### src/rtl/cfgwin_pkg.sv
package cfgwin_pkg;
  localparam int unsigned IDX_W = 8;
  localparam int unsigned DEPTH = 1 << IDX_W;

  localparam logic [IDX_W-1:0] ID_IDX     = 8'hE0;
  localparam logic [IDX_W-1:0] FSEL_IDX   = 8'hE2;
  localparam logic [IDX_W-1:0] FLOPPY_IDX = 8'hE3;
  localparam logic [IDX_W-1:0] PAR_IDX    = 8'hE6;
  localparam logic [IDX_W-1:0] SER1_IDX   = 8'hE7;
  localparam logic [IDX_W-1:0] SER2_IDX   = 8'hE8;

  function automatic bit cfg_writable(input int unsigned i);
    case (i)
      'hE0, 'hE1, 'hE2, 'hE3, 'hE6, 'hE7, 'hE8,
      'hEE, 'hEF, 'hF0, 'hF1, 'hF2, 'hF4, 'hF6, 'hF8, 'hFC: return 1'b1;
      default: return 1'b0;
    endcase
  endfunction

  function automatic logic [7:0] cfg_default(input int unsigned i);
    case (i)
      'hE0: return 8'h3C;
      'hE2: return 8'h03;
      'hE3: return 8'hFC;
      'hE6: return 8'hDE;
      'hE7: return 8'hFE;
      'hE8: return 8'hBE;
      default: return 8'h00;
    endcase
  endfunction
endpackage

### src/rtl/cfgwin_decode.sv
module cfgwin_decode #(
  parameter int unsigned ADDR_W = 16,
  parameter logic [ADDR_W-1:0] BASE_ADDR = 16'h03F0
) (
  input  logic [ADDR_W-1:0] addr,
  input  logic              wr,
  input  logic              rd,
  input  logic              en,
  output logic              idx_we,
  output logic              dat_we,
  output logic              rd_hit
);
  localparam logic [ADDR_W-1:0] DATA_ADDR = BASE_ADDR + 1'b1;

  logic at_idx, at_dat;

  always_comb begin
    at_idx = (addr == BASE_ADDR);
    at_dat = (addr == DATA_ADDR);
    idx_we = en && wr && at_idx;
    dat_we = en && wr && at_dat;
    rd_hit = en && rd && (at_idx || at_dat);
  end
endmodule

### src/rtl/cfgwin_regfile.sv
module cfgwin_regfile
  import cfgwin_pkg::*;
(
  input  logic             clk,
  input  logic             rst_n,
  input  logic             we,
  input  logic [IDX_W-1:0] idx,
  input  logic [7:0]       wdata,
  output logic [7:0]       rd_byte,
  output logic [7:0]       floppy_base,
  output logic [7:0]       par_base,
  output logic [7:0]       ser1_base,
  output logic [7:0]       ser2_base
);
  logic [7:0] q [DEPTH];

  for (genvar g = 0; g < DEPTH; g++) begin : g_ent
    if (cfg_writable(g)) begin : g_rw
      logic [7:0] ent;
      always_ff @(posedge clk or negedge rst_n) begin
        if (!rst_n)                           ent <= cfg_default(g);
        else if (we && idx == IDX_W'(g))      ent <= wdata;
      end
      assign q[g] = ent;
    end else begin : g_ro
      assign q[g] = cfg_default(g);
    end
  end

  assign rd_byte     = q[idx];
  assign floppy_base = q[FLOPPY_IDX];
  assign par_base    = q[PAR_IDX];
  assign ser1_base   = q[SER1_IDX];
  assign ser2_base   = q[SER2_IDX];

  assert_wr_lands_R3: assert property (@(posedge clk) disable iff (!rst_n)
    (we && cfg_writable(32'(idx))) |=> rd_byte == $past(wdata));
  assert_ro_drop_R4: assert property (@(posedge clk) disable iff (!rst_n)
    (we && !cfg_writable(32'(idx))) |=> rd_byte == $past(rd_byte));
endmodule

### src/rtl/cfgwin_readback.sv
module cfgwin_readback (
  input  logic       clk,
  input  logic       rst_n,
  input  logic       acc_hit,
  input  logic       rd_hit,
  input  logic       rd_any,
  input  logic       win_en,
  input  logic [7:0] rd_byte,
  output logic [7:0] rdata,
  output logic       ack
);
  always_ff @(posedge clk or negedge rst_n) begin
    if (!rst_n) begin
      rdata <= 8'hFF;
      ack   <= 1'b0;
    end else begin
      ack <= acc_hit;
      if (rd_hit)      rdata <= rd_byte;
      else if (rd_any) rdata <= 8'hFF;
    end
  end

  assert_ack_cause_R5: assert property (@(posedge clk) disable iff (!rst_n)
    ack |-> $past(acc_hit));
  assert_off_read_R6: assert property (@(posedge clk) disable iff (!rst_n)
    (rd_any && !win_en) |=> (rdata == 8'hFF && !ack));
endmodule

### src/rtl/cfgwin_top.sv
module cfgwin_top
  import cfgwin_pkg::*;
#(
  parameter int unsigned ADDR_W = 16,
  parameter logic [ADDR_W-1:0] BASE_ADDR = 16'h03F0
) (
  input  logic              clk,
  input  logic              rst_n,
  input  logic              win_en,
  input  logic [ADDR_W-1:0] io_addr,
  input  logic              io_wr,
  input  logic              io_rd,
  input  logic [7:0]        io_wdata,
  output logic [7:0]        io_rdata,
  output logic              io_ack,
  output logic [7:0]        floppy_base,
  output logic [7:0]        par_base,
  output logic [7:0]        ser1_base,
  output logic [7:0]        ser2_base
);
  logic             idx_we, dat_we, rd_hit;
  logic [IDX_W-1:0] cur_idx;
  logic [7:0]       rd_byte;

  cfgwin_decode #(.ADDR_W(ADDR_W), .BASE_ADDR(BASE_ADDR)) u_dec (
    .addr(io_addr), .wr(io_wr), .rd(io_rd), .en(win_en),
    .idx_we(idx_we), .dat_we(dat_we), .rd_hit(rd_hit)
  );

  always_ff @(posedge clk or negedge rst_n) begin
    if (!rst_n)      cur_idx <= '0;
    else if (idx_we) cur_idx <= io_wdata[IDX_W-1:0];
  end

  cfgwin_regfile u_rf (
    .clk(clk), .rst_n(rst_n), .we(dat_we), .idx(cur_idx), .wdata(io_wdata),
    .rd_byte(rd_byte), .floppy_base(floppy_base), .par_base(par_base),
    .ser1_base(ser1_base), .ser2_base(ser2_base)
  );

  cfgwin_readback u_rb (
    .clk(clk), .rst_n(rst_n), .acc_hit(idx_we || dat_we || rd_hit),
    .rd_hit(rd_hit), .rd_any(io_rd), .win_en(win_en), .rd_byte(rd_byte),
    .rdata(io_rdata), .ack(io_ack)
  );

  assert_idx_load_R2: assert property (@(posedge clk) disable iff (!rst_n)
    idx_we |=> cur_idx == $past(io_wdata[IDX_W-1:0]));
  assert_idx_hold_R9: assert property (@(posedge clk) disable iff (!rst_n)
    !idx_we |=> $stable(cur_idx));
endmodule

### config.mk
export PLATFORM = sky130hd
export DESIGN_NAME = cfgwin_top
export DESIGN_NICKNAME = d
export VERILOG_FILES = /design/src/rtl/cfgwin_pkg.sv /design/src/rtl/cfgwin_decode.sv /design/src/rtl/cfgwin_regfile.sv /design/src/rtl/cfgwin_readback.sv /design/src/rtl/cfgwin_top.sv
export SDC_FILE = /design/constraint.sdc
export NUM_CORES = 1
export LEC_CHECK = 0
export BUFFER_PORTS_ARGS = -buffer_cell sky130_fd_sc_hd__buf_4
export CAP_MARGIN = 20
export CORE_UTILIZATION = 59
export CTS_CLUSTER_DIAMETER = 30
export DETAILED_ROUTE_END_ITERATION = 10
export GPL_ROUTABILITY_DRIVEN = 0
export PLACE_DENSITY_LB_ADDON = 0.05
export SYNTH_ARGS = -nofsm -noshare
export SYNTH_HDL_FRONTEND = slang
export SYNTH_HIERARCHICAL = 1
export SYNTH_SLANG_ARGS = --single-unit
### constraint.sdc
create_clock -name clk -period 2.53 [get_ports clk]
set_input_delay 0.6325 -clock clk [delete_from_list [all_inputs] [get_ports clk]]
set_output_delay 0.6325 -clock clk [all_outputs]
set_load 0.01 [all_outputs]
==> results of run 1 <==
[layout by cell type (no fill, tap or decap), types with 3 or more instances in the layout]
| master | instances |
|---|---|
| nand3_1 | 4 |
| o22ai_1 | 7 |
| and3_1 | 5 |
| nor2_2 | 10 |
| dfrtp_1 | 106 |
| mux4_2 | 17 |
| nand2b_1 | 5 |
| nor2_4 | 3 |
| mux2i_1 | 12 |
| o21ai_0 | 11 |
| bufinv_16 | 3 |
| dfstp_2 | 39 |
| a22o_1 | 3 |
| buf_4 | 87 |
| nor3_4 | 5 |
| nor2b_1 | 5 |
| nor2_1 | 12 |
| a221oi_1 | 6 |
| buf_12 | 15 |
| a211oi_1 | 3 |
| inv_6 | 3 |
| nor3_1 | 3 |
| clkbuf_16 | 17 |
| and2_1 | 3 |
| mux2_2 | 139 |
| a21oi_1 | 5 |
| clkinv_2 | 4 |
| nand2_1 | 14 |
[what timing repair did]
| item | in CTS | in global routing |
|---|---|---|
| endpoints found under the setup margin | 0 | 12 |
| hold buffers | 0 | 0 |
| resized for setup | 0 | 1 |
[cells by family (layout without fill, tap and decap cells)]
kind of cell           after synthesis  count (layout)  synth area share
muxes                              170             170            0.3019
DFF                                145             145            0.5310
and+or+nand+nor                     92              92           0.09015
AOI/OAI and AO/OA                   51              51           0.05294
buffers and inverters               30             137           0.02403
[critical path: stages]
cell	delay, ns
buf_4	0.11
nor4b_2	0.24
nand4_1	0.22
nor2_1	0.21
and3_1	0.34
nand3_2	0.24
nor2_2	0.22
buf_12	0.16
mux2_2	0.33
[synthesized netlist by cell type (all sizes together), types with 3 or more instances]
library cell / count / area share
mux2: 141 / 0.23
dfrtp: 106 / 0.38
dfstp: 39 / 0.15
nor2: 25 / 0.020
buf: 18 / 0.018
mux4: 17 / 0.055
nand2: 16 / 0.0094
mux2i: 12 / 0.017
o21ai: 11 / 0.0079
clkbuf: 10 / 0.0054
nor3: 9 / 0.015
o22ai: 7 / 0.0063
a221oi: 6 / 0.0076
nand3: 6 / 0.0051
a21oi: 5 / 0.0036
and3: 5 / 0.0045
nand2b: 5 / 0.0045
nor2b: 5 / 0.0045
and2: 4 / 0.0036
a211oi: 3 / 0.0033
a22o: 3 / 0.0038
nand4: 3 / 0.0036
[routing by layer]
layer	routed length (um)	share of wire
met5	0	0
met2	8553	0.49
met4	373	0.022
met1	7391	0.43
met3	1006	0.058
[power by group through the flow]
stage / sequential [W] / clock, W / combinational (W)
2_1_floorplan: 0.00236 / 0 / 0.0000194
3_3_place_gp: 0.00236 / 0 / 0.000134
3_5_place_dp: 0.00236 / 0 / 0.000137
4_1_cts: 0.00232 / 0.00257 / 0.000138
5_1_grt: 0.00232 / 0.00267 / 0.000150
6_report: 0.00232 / 0.00253 / 0.000137
[sequential cells by signal (all words and copies together), names as in the netlist]
register             count
u_rf/ser2_base           8
u_rf/ser1_base           8
u_rf/par_base            8
u_rf/floppy_base         8
cur_idx                  8
u_rf/g_ent.g_rw.ent     96
u_rb/rdata               8
u_rb/ack                 1
[worst paths after layout]
check | start | end | slack, ns | depth (start not counted)
worst min register to register | u_rf/g_ent[226].g_rw.ent[7] | u_rf/g_ent[226].g_rw.ent[7] | 0.50 | 1
max in group asynchronous | rst_n | u_rf/g_ent[224].g_rw.ent[2] | 1.67 | 2
worst min-delay path | rst_n | u_rb/ack | 0.15 | 1
min in group clk | u_rf/g_ent[226].g_rw.ent[7] | u_rf/g_ent[226].g_rw.ent[7] | 0.50 | 1
worst max register to register | cur_idx[3] | u_rb/rdata[0] | 0.27 | 7
worst max-delay path | io_addr[11] | u_rf/g_ent[246].g_rw.ent[5] | 0.12 | 9
[per-stage QoR]
stage,utilization,setup TNS [ns]
after floorplan,-,0
after global placement,0.6927,-23.01
after detailed placement,0.6927,-27.33
after CTS,0.7447,0
after global routing,0.7451,0
final,0.7451,0
[final cells by class]
class | instances | area, um^2
sequential | 145 | 3677
clock inverter | 13 | 160.2
tap | 143 | 178.9
clock buffer | 19 | 432.9
multi-input combinational | 313 | 3087
inverter | 2 | 7.507
timing repair buffer | 103 | 964.7
fill | 737 | 2910
==> impl_metrics.csv, run 1 <==
group,metric,value,unit
global_route,met1_usage,0.4227,
place,pre_cts_slack,-0.2602,ns
floorplan,die_w,110.3,um
clock_network,cts_root_buffer,"clkbuf_16",
detailed_routing,drc,0,
pwr,p_total,0.004992,W
global_route,antenna_found_initial,0,
detailed_routing,ant_nets,0,
timing,min_period,2.410,ns
timing,slew_viol_final,0,
pwr,p_clk_frac,0.507,
logic_synthesis,synth_seq_area_share,0.5310,
timing,finClkSkew,0.005755,ns
worst_setup_path,path_class,"in -> reg",
detailed_routing,wl,17.32,mm
finish,nets,611,
logic_synthesis,synthArstFlopShare,1.000,
worst_setup_path,critPathLaunchType,"input port",
global_route,busiest_layer,"met2",
pwr,seqPwrFrac,0.465,
finish,layoutNonFillerInstCount,738,
detailed_routing,vias_per_cell,6.295,
global_route,grt_first_pass_wirelength,27.03,mm
pwr,p_sw_frac,0.2157,
logic_synthesis,synth.ff_latch_count,145,
pwr,ir_worst_vdd,0.8304,mV
timing,relSlewSlack,0.5438,
place,port_buffers,69,
clock_network,clock_sinks,145,
worst_setup_path,crit_path_max_fanout,8,
clock_network,clkTransAtPathRegs,0.06,ns
logic_synthesis,synth_cells,488,
finish,diodes,0,
place,dp.cells,706,
global_route,grt_max_degree,47,
timing,setup_viol,0,
pwr,p_int,0.003915,W
floorplan,die_h,110.3,um
timing,hold-worst-slack,0.1482,ns
place,hpwlAfterDp,11.50,mm
global_route,track_usage,0.3139,
clock_network,cts_max_level,4,
global_route,grt_overflow_total,0,
floorplan,rows,39,
min_path,hp-class,"in -> async",
logic_synthesis,syn_nets,517,
clock_network,cts_buffer_depth,2,
global_route,grt_pass1_vias,4765,
logic_synthesis,yosysUniqueCellTypes,55,
pwr,p_leak,3.865,nW
clock_network,cts_tree,"built",
finish,stdcell_area,8508,um^2
timing,rsz0062_at_grt,"no",
worst_setup_path,crit_arrival,2.71,ns
floorplan,die-area,12170,um^2
worst_setup_path,required,2.83,ns
floorplan,initial_utilization,0.6065,
clock_network,clock_latency,0.42,ns
detailed_routing,dr_total_vias,4646,
detailed_routing,routedWlPerCell,23.47,um
timing,timing.fmax,0.4150,GHz
finish,layout-drive-gt1-share,0.6000,
clock_network,numCtsBuffers,17,
global_route,grtUsageMet2,0.4942,
pwr,power_density,586.7,nW/um^2
logic_synthesis,ys.flop_type,"dfrtp_1",
pwr,switchingPower,0.001077,W
flow_run,cap_violations,0,
logic_synthesis,ys_warn_count,6,
timing,fin_crit_sh,0.9524,
floorplan,io_pins,70,
global_route,use_met3,0.08466,
worst_setup_path,cp-end-kind,"register",
place,placed_area,7910,um^2
timing,final_hold_viol_count,0,
logic_synthesis,synth_edf_count,0,
floorplan,fp.coreArea,11420,um^2
timing,worst_slew_pin_slew,0.6844,ns
detailed_routing,first_pass_iters,4,
status,status,"completed",
pwr,power_frac_comb,0.027,
clock_network,cts_setup_buffers,0,
timing,final.setup.worst_slack,0.1203,ns
finish,area_growth,22.85,%
logic_synthesis,syn_area,6925,um^2
detailed_routing,drt_iter0_markers,312,
logic_synthesis,synth_area_per_cell,14.19,um^2
Note: power is estimated with default switching activity, not from simulation.
==> inputs of run 2 (changes only) <==
--- a/config.mk
+++ b/config.mk
@@ -11,6 +11,7 @@
 export CTS_CLUSTER_DIAMETER = 30
 export DETAILED_ROUTE_END_ITERATION = 10
 export GPL_ROUTABILITY_DRIVEN = 0
+export MAX_ROUTING_LAYER = met4
 export PLACE_DENSITY_LB_ADDON = 0.05
 export SYNTH_ARGS = -nofsm -noshare
 export SYNTH_HDL_FRONTEND = slang
==> run 2 against run 1 <==
Cell count stayed put. Critical path depth is the same. Combinational power barely moved. Wire length is 0.56% higher. Hold slack improved by 0.0025 ns. Critical path type unchanged. Largest cell class unchanged.
==> impl_metrics.csv, run 2 (same netlist as run 1, synthesis figures left out) <==
group,metric,value,unit
finish,layout-drive-gt1-share,0.6000,
worst_setup_path,reg2regPathDepth,7,
finish,largest-register,"u_rf/g_ent.g_rw.ent",
flow_run,cap_violations,0,
finish,final_cell_mix,"mux2_2 (139), dfrtp_1 (106), buf_4 (87)",
global_route,grt_overflow_total,0,
detailed_routing,drt_iter0_markers,298,
finish,largest_reg_flops,96,
pwr,p_int,0.003915,W
timing,worst_slew_pin_slew,0.6907,ns
floorplan,die_w,110.3,um
finish,fillers,737,
status,status,"completed",
finish,layoutNonFillerInstCount,738,
timing,relSlewSlack,0.5396,
place,port_buffers,69,
global_route,grt_first_pass_wirelength,27.05,mm
finish,final_common_cell,"mux2_2",
timing,fin_crit_sh,0.9522,
worst_setup_path,setup.worst_path.end,"u_rf/g_ent[246].g_rw.ent[5]",
pwr,p_leak,3.865,nW
clock_network,cts_max_level,4,
detailed_routing,routedWlPerCell,23.61,um
worst_setup_path,rr_endpoint,"u_rb/rdata[0]",
worst_setup_path,cp-startpoint,"io_addr[11]",
timing,timing.fmax,0.4151,GHz
pwr,ir_worst_vdd,0.8298,mV
timing,slew_viol_final,0,
floorplan,initial_utilization,0.6065,
detailed_routing,first_pass_iters,4,
pwr,power_frac_comb,0.027,
clock_network,holdBufCountCts,0,
global_route,track_usage,0.3231,
detailed_routing,drc,0,
clock_network,clkTransAtPathRegs,0.06,ns
global_route,antenna_found_initial,0,
detailed_routing,dr_total_vias,4644,
timing,hold-worst-slack,0.1507,ns
clock_network,clock_latency,0.42,ns
floorplan,die-area,12170,um^2
worst_setup_path,r2r_slack,0.24,ns
worst_setup_path,crit_path_max_fanout,8,
pwr,switchingPower,0.001076,W
floorplan,die_h,110.3,um
finish,nets,611,
pwr,seqPwrFrac,0.465,
clock_network,cts_tree,"built",
pwr,power_density,586.7,nW/um^2
timing,setup_viol,0,
timing,rsz0062_at_grt,"no",
timing,min_period,2.409,ns
pwr,p_total,0.004992,W
pwr,p_sw_frac,0.2156,
finish,diodes,0,
worst_setup_path,cp-end-kind,"register",
clock_network,cts_root_buffer,"clkbuf_16",
detailed_routing,ant_nets,0,
detailed_routing,vias_per_cell,6.293,
worst_setup_path,path_class,"in -> reg",
place,hpwlAfterDp,11.50,mm
floorplan,rows,39,
worst_setup_path,crit_arrival,2.71,ns
timing,final_hold_viol_count,0,
clock_network,cts_buffer_depth,2,
floorplan,io_pins,70,
detailed_routing,wl,17.42,mm
worst_setup_path,timing.rr.start,"cur_idx[3]",
pwr,p_clk_frac,0.507,
clock_network,clock_sinks,145,
finish,area_growth,22.85,%
min_path,hp-class,"in -> async",
place,dp.cells,706,
clock_network,cts_setup_buffers,0,
floorplan,fp.coreArea,11420,um^2
worst_setup_path,critPathLaunchType,"input port",
worst_setup_path,required,2.83,ns
timing,finClkSkew,0.006893,ns
global_route,grt_pass1_vias,4747,
clock_network,numCtsBuffers,17,
global_route,grt_max_degree,47,
[run 2: metal layers]
| metal | wire [um] | vias to the layer above | GRT usage |
|---|---|---|---|
| li1 | - | 2028 | - |
| met1 | 7599 | 2431 | 0.4255 |
| met2 | 8516 | 163 | 0.4907 |
| met3 | 937 | 22 | 0.08466 |
| met4 | 367 | 0 | 0.1071 |
| met5 | 0 | - | - |
[run 2: how the worst min path moves through the flow]
stage | cells past startpoint | slack, ns | end
after detailed placement | 1 | 0.49 | u_rf/g_ent[246].g_rw.ent[6]
final | 1 | 0.15 | u_rb/ack
after floorplan | 0 | 0.34 | cur_idx[0]
after global routing | 1 | 0.17 | cur_idx[1]
after CTS | 1 | 0.15 | cur_idx[1]
after global placement | 1 | 0.48 | u_rf/g_ent[239].g_rw.ent[2]
[run 2: cell type report]
class / instances / area, um^2 / area share
multi-input cells: 313 / 3087 / 0.3628
repair buffers: 103 / 964.7 / 0.1134
well taps: 143 / 178.9 / 0.02103
clock buffers: 19 / 432.9 / 0.05088
inverters: 2 / 7.507 / 0.0008824
clock inverters: 13 / 160.2 / 0.01882
flip-flops and latches: 145 / 3677 / 0.4322
[run 2: critical path, cell delays in order]
cell and delay, ns:
buf_4 0.11, nor4b_2 0.24, nand4_1 0.21, nor2_1 0.22, and3_1 0.33, nand3_2 0.24
nor2_2 0.22, buf_12 0.16, mux2_2 0.33
[run 2: metrics by stage]
| step | setup slack [ns] | area [um^2] | setup TNS [ns] | util |
|---|---|---|---|---|
| 5_1_grt | 0.01407 | 8508 | 0 | 0.7451 |
| 6_report | 0.1209 | 8508 | 0 | 0.7451 |
| 2_1_floorplan | 0.1110 | 6925 | 0 | - |
| 4_1_cts | 0.1496 | 8503 | 0 | 0.7447 |
| 3_5_place_dp | -0.2602 | 7910 | -27.33 | 0.6927 |
| 3_3_place_gp | -0.2333 | 7910 | -23.01 | 0.6927 |
[run 2: power groups by stage]
stage	Combinational [W]	Sequential [W]	Clock (W)
after floorplan	0.0000194	0.00236	0
after global placement	0.000134	0.00236	0
after detailed placement	0.000137	0.00236	0
after CTS	0.000138	0.00232	0.00257
after global routing	0.000150	0.00232	0.00267
final	0.000137	0.00232	0.00253
[run 2: repair_timing]
| action | 4_1_cts | 5_1_grt |
|---|---|---|
| gates resized for setup | 0 | 1 |
| endpoints found under the hold margin | 0 | 0 |
| setup endpoints to repair | 0 | 11 |
==> inputs of run 3 (changes only) <==
--- a/config.mk
+++ b/config.mk
@@ -15,5 +15,4 @@
 export PLACE_DENSITY_LB_ADDON = 0.05
 export SYNTH_ARGS = -nofsm -noshare
 export SYNTH_HDL_FRONTEND = slang
-export SYNTH_HIERARCHICAL = 1
 export SYNTH_SLANG_ARGS = --single-unit
==> run 3 against run 2 <==
Global-route usage up 0.21 points. Synthesized cell count rose by 0.61%. Clock power grew 5%. Cell count is 1.6% higher. Wire length is 1.8% lower. Cell area is 0.94% higher. Count of clock-buffer cells in the layout up 3. Synthesized area decreased by 2.3%. Power is 2.8% higher. Register-to-register slack got worse by 0.08 ns. Largest cell class unchanged.
==> impl_metrics.csv, run 3 <==
group,metric,value,unit
finish,area_growth,26.88,%
clock_network,cts_tree,"built",
clock_network,cts_root_buffer,"clkbuf_16",
logic_synthesis,synthArstFlopShare,1.000,
clock_network,post_cts_resized,0,
worst_setup_path,timing.rr.start,"cur_idx[0]",
logic_synthesis,synth_common_cells,"mux2_2 (136), dfrtp_1 (106), dfstp_2 (39), mux2i_1 (35), nor2_1 (18)",
floorplan,fp.coreArea,11030,um^2
floorplan,die_w,109.1,um
floorplan,io_pins,70,
finish,final_common_cell,"mux2_2",
worst_setup_path,required,2.83,ns
logic_synthesis,synth_cells,491,
finish,multi_input_area,3047,um^2
worst_setup_path,crit_chain,"buf_4, or4b_4, nor4_4, buf_4, nand4_4, or3_1, mux2_2",
flow_run,cap_violations,0,
logic_synthesis,yosysTopAreaCell,"dfrtp_1",
worst_setup_path,crit_arrival,2.74,ns
logic_synthesis,synthTopCellsByArea,"dfrtp_1 (39%), mux2_2 (23%), dfstp_2 (15%), mux2i_1 (5.2%), mux4_2 (2.3%)",
timing,rsz0062_at_grt,"no",
logic_synthesis,yosysUniqueCellTypes,46,
finish,fillers,654,
pwr,ir_worst_vdd,0.5659,mV
timing,final_hold_viol_count,0,
detailed_routing,vias_per_cell,6.123,
worst_setup_path,rr_endpoint,"u_rf.g_ent[238].g_rw.ent[3]",
finish,fin_util,0.7786,
detailed_routing,first_pass_iters,4,
logic_synthesis,synth_area_per_cell,13.79,um^2
detailed_routing,drt_iter0_markers,232,
clock_network,numCtsBuffers,17,
timing,slew_viol_final,0,
floorplan,rows,38,
finish,seq_area,3677,um^2
floorplan,die-area,11910,um^2
finish,largest-register,"u_rf.g_ent.g_rw.ent",
clock_network,clock_latency,0.42,ns
detailed_routing,wl,17.11,mm
worst_setup_path,cp-end-kind,"register",
logic_synthesis,syn_nets,520,
finish,nets,626,
finish,diodes,0,
timing,setup_viol,0,
logic_synthesis,syn_area,6769,um^2
logic_synthesis,ys.flop_type,"dfrtp_1",
timing,worst_slew_pin_slew,0.5791,ns
detailed_routing,ant_nets,0,
clock_network,clock_sinks,145,
floorplan,die_h,109.1,um
worst_setup_path,cp_slowest_cell,"or4b_4",
timing,timing.fmax,0.4100,GHz
timing,tns,0,ns
place,port_buffers,69,
pwr,p_leak,3.902,nW
worst_setup_path,critPathLaunchType,"input port",
logic_synthesis,ys_warn_count,0,
global_route,grt_max_degree,56,
worst_setup_path,r2r_slack,0.16,ns
finish,largest_reg_flops,96,
worst_setup_path,reg2regPathDepth,6,
detailed_routing,routedWlPerCell,22.81,um
global_route,grt_pass1_vias,5042,
logic_synthesis,synth.ff_latch_count,145,
place,hpwlAfterDp,11.40,mm
finish,layout-drive-gt1-share,0.5803,
clock_network,cts_setup_buffers,0,
pwr,p_total,0.005130,W
worst_setup_path,max_stage_delay,0.55,ns
detailed_routing,drc,0,
floorplan,initial_utilization,0.6137,
logic_synthesis,synth_edf_count,0,
finish,final_cell_mix,"mux2_2 (127), dfrtp_1 (106), buf_4 (99)",
timing,min_period,2.439,ns
global_route,antenna_found_initial,0,
timing,finClkSkew,0.007769,ns
global_route,track_usage,0.3252,
timing,relSlewSlack,0.6139,
global_route,grt_first_pass_wirelength,27.19,mm
clock_network,cts_buffer_depth,2,
logic_synthesis,synth_top_cell_area_share,0.3919,
clock_network,clkTransAtPathRegs,0.06,ns
worst_setup_path,critical_path.most_common_cell,"buf_4",
logic_synthesis,synth_seq_area_share,0.5433,
detailed_routing,dr_total_vias,4592,
clock_network,holdBufCountCts,0,
min_path,hp-class,"in -> async",
global_route,grt_overflow_total,0,
worst_setup_path,crit_path_max_fanout,8,
status,status,"completed",
timing,fin_crit_sh,0.9641,
pwr,power_density,597.3,nW/um^2
worst_setup_path,path_class,"in -> reg",
logic_synthesis,yosys.cell_count.top_type,"mux2_2",
clock_network,cts_max_level,4,
==> run 3: metrics by stage <==
stage                     instances  hold slack, ns  worst slack [ns]  area (um^2)
after detailed placement        718          0.4887           -0.3086         7958
after global placement          718          0.4854           -0.2676         7958
after global routing            750          0.2025           0.03415         8588
after floorplan                 491          0.3369           -0.1786         6843
after CTS                       750          0.1835            0.1069         8588
final                           750          0.1701           0.09073         8588
==> run 3: logic make-up after synthesis <==
kind of cell / Yosys count / share of synthesized area
buf+inv: 29 / 0.01645
compound gates: 57 / 0.06174
flops: 145 / 0.5433
simple gates: 82 / 0.07726
mux: 178 / 0.3013
==> run 3: worst max path at each step <==
stage	startpoint	endpoint	cells after the start
final	io_addr[13]	u_rf.g_ent[239].g_rw.ent[5]	7
after global routing	io_addr[13]	u_rf.g_ent[239].g_rw.ent[5]	7
after CTS	io_addr[13]	u_rf.g_ent[239].g_rw.ent[5]	7
after detailed placement	io_addr[13]	u_rf.g_ent[239].g_rw.ent[7]	7
after global placement	io_addr[13]	u_rf.g_ent[239].g_rw.ent[4]	7
after floorplan	io_addr[13]	u_rf.g_ent[252].g_rw.ent[7]	5
==> run 3: critical path, delay by kind of cell <==
family / cells / cell delay, ns
and+or+nand+nor: 4 / 1.46
muxes: 1 / 0.35
buffers and inverters: 2 / 0.30
==> run 3: layer usage <==
metal / track usage / vias to the layer above / wire, um
met5: - / - / 0
met4: 0.1197 / 0 / 316
met3: 0.07053 / 20 / 842
met2: 0.5247 / 134 / 8722
met1: 0.4030 / 2386 / 7225
li1: - / 2052 / -
==> run 3: final cells by class <==
type | count | area share
Sequential cell | 145 | 0.4282
Multi-Input combinational cell | 317 | 0.3547
Timing Repair Buffer | 115 | 0.1228
Clock buffer | 22 | 0.05522
Tap cell | 140 | 0.02040
Clock inverter | 10 | 0.01821
Inverter | 1 | 0.0004371
==> run 3: power by group <==
group | leakage, nW | switching [W] | internal [W]
registers | 1.88 | 0.0000000607 | 0.00232
logic | 1.71 | 0.000105 | 0.0000417
clock network | 0.310 | 0.000937 | 0.00172
total | 3.90 | 0.00104 | 0.00409
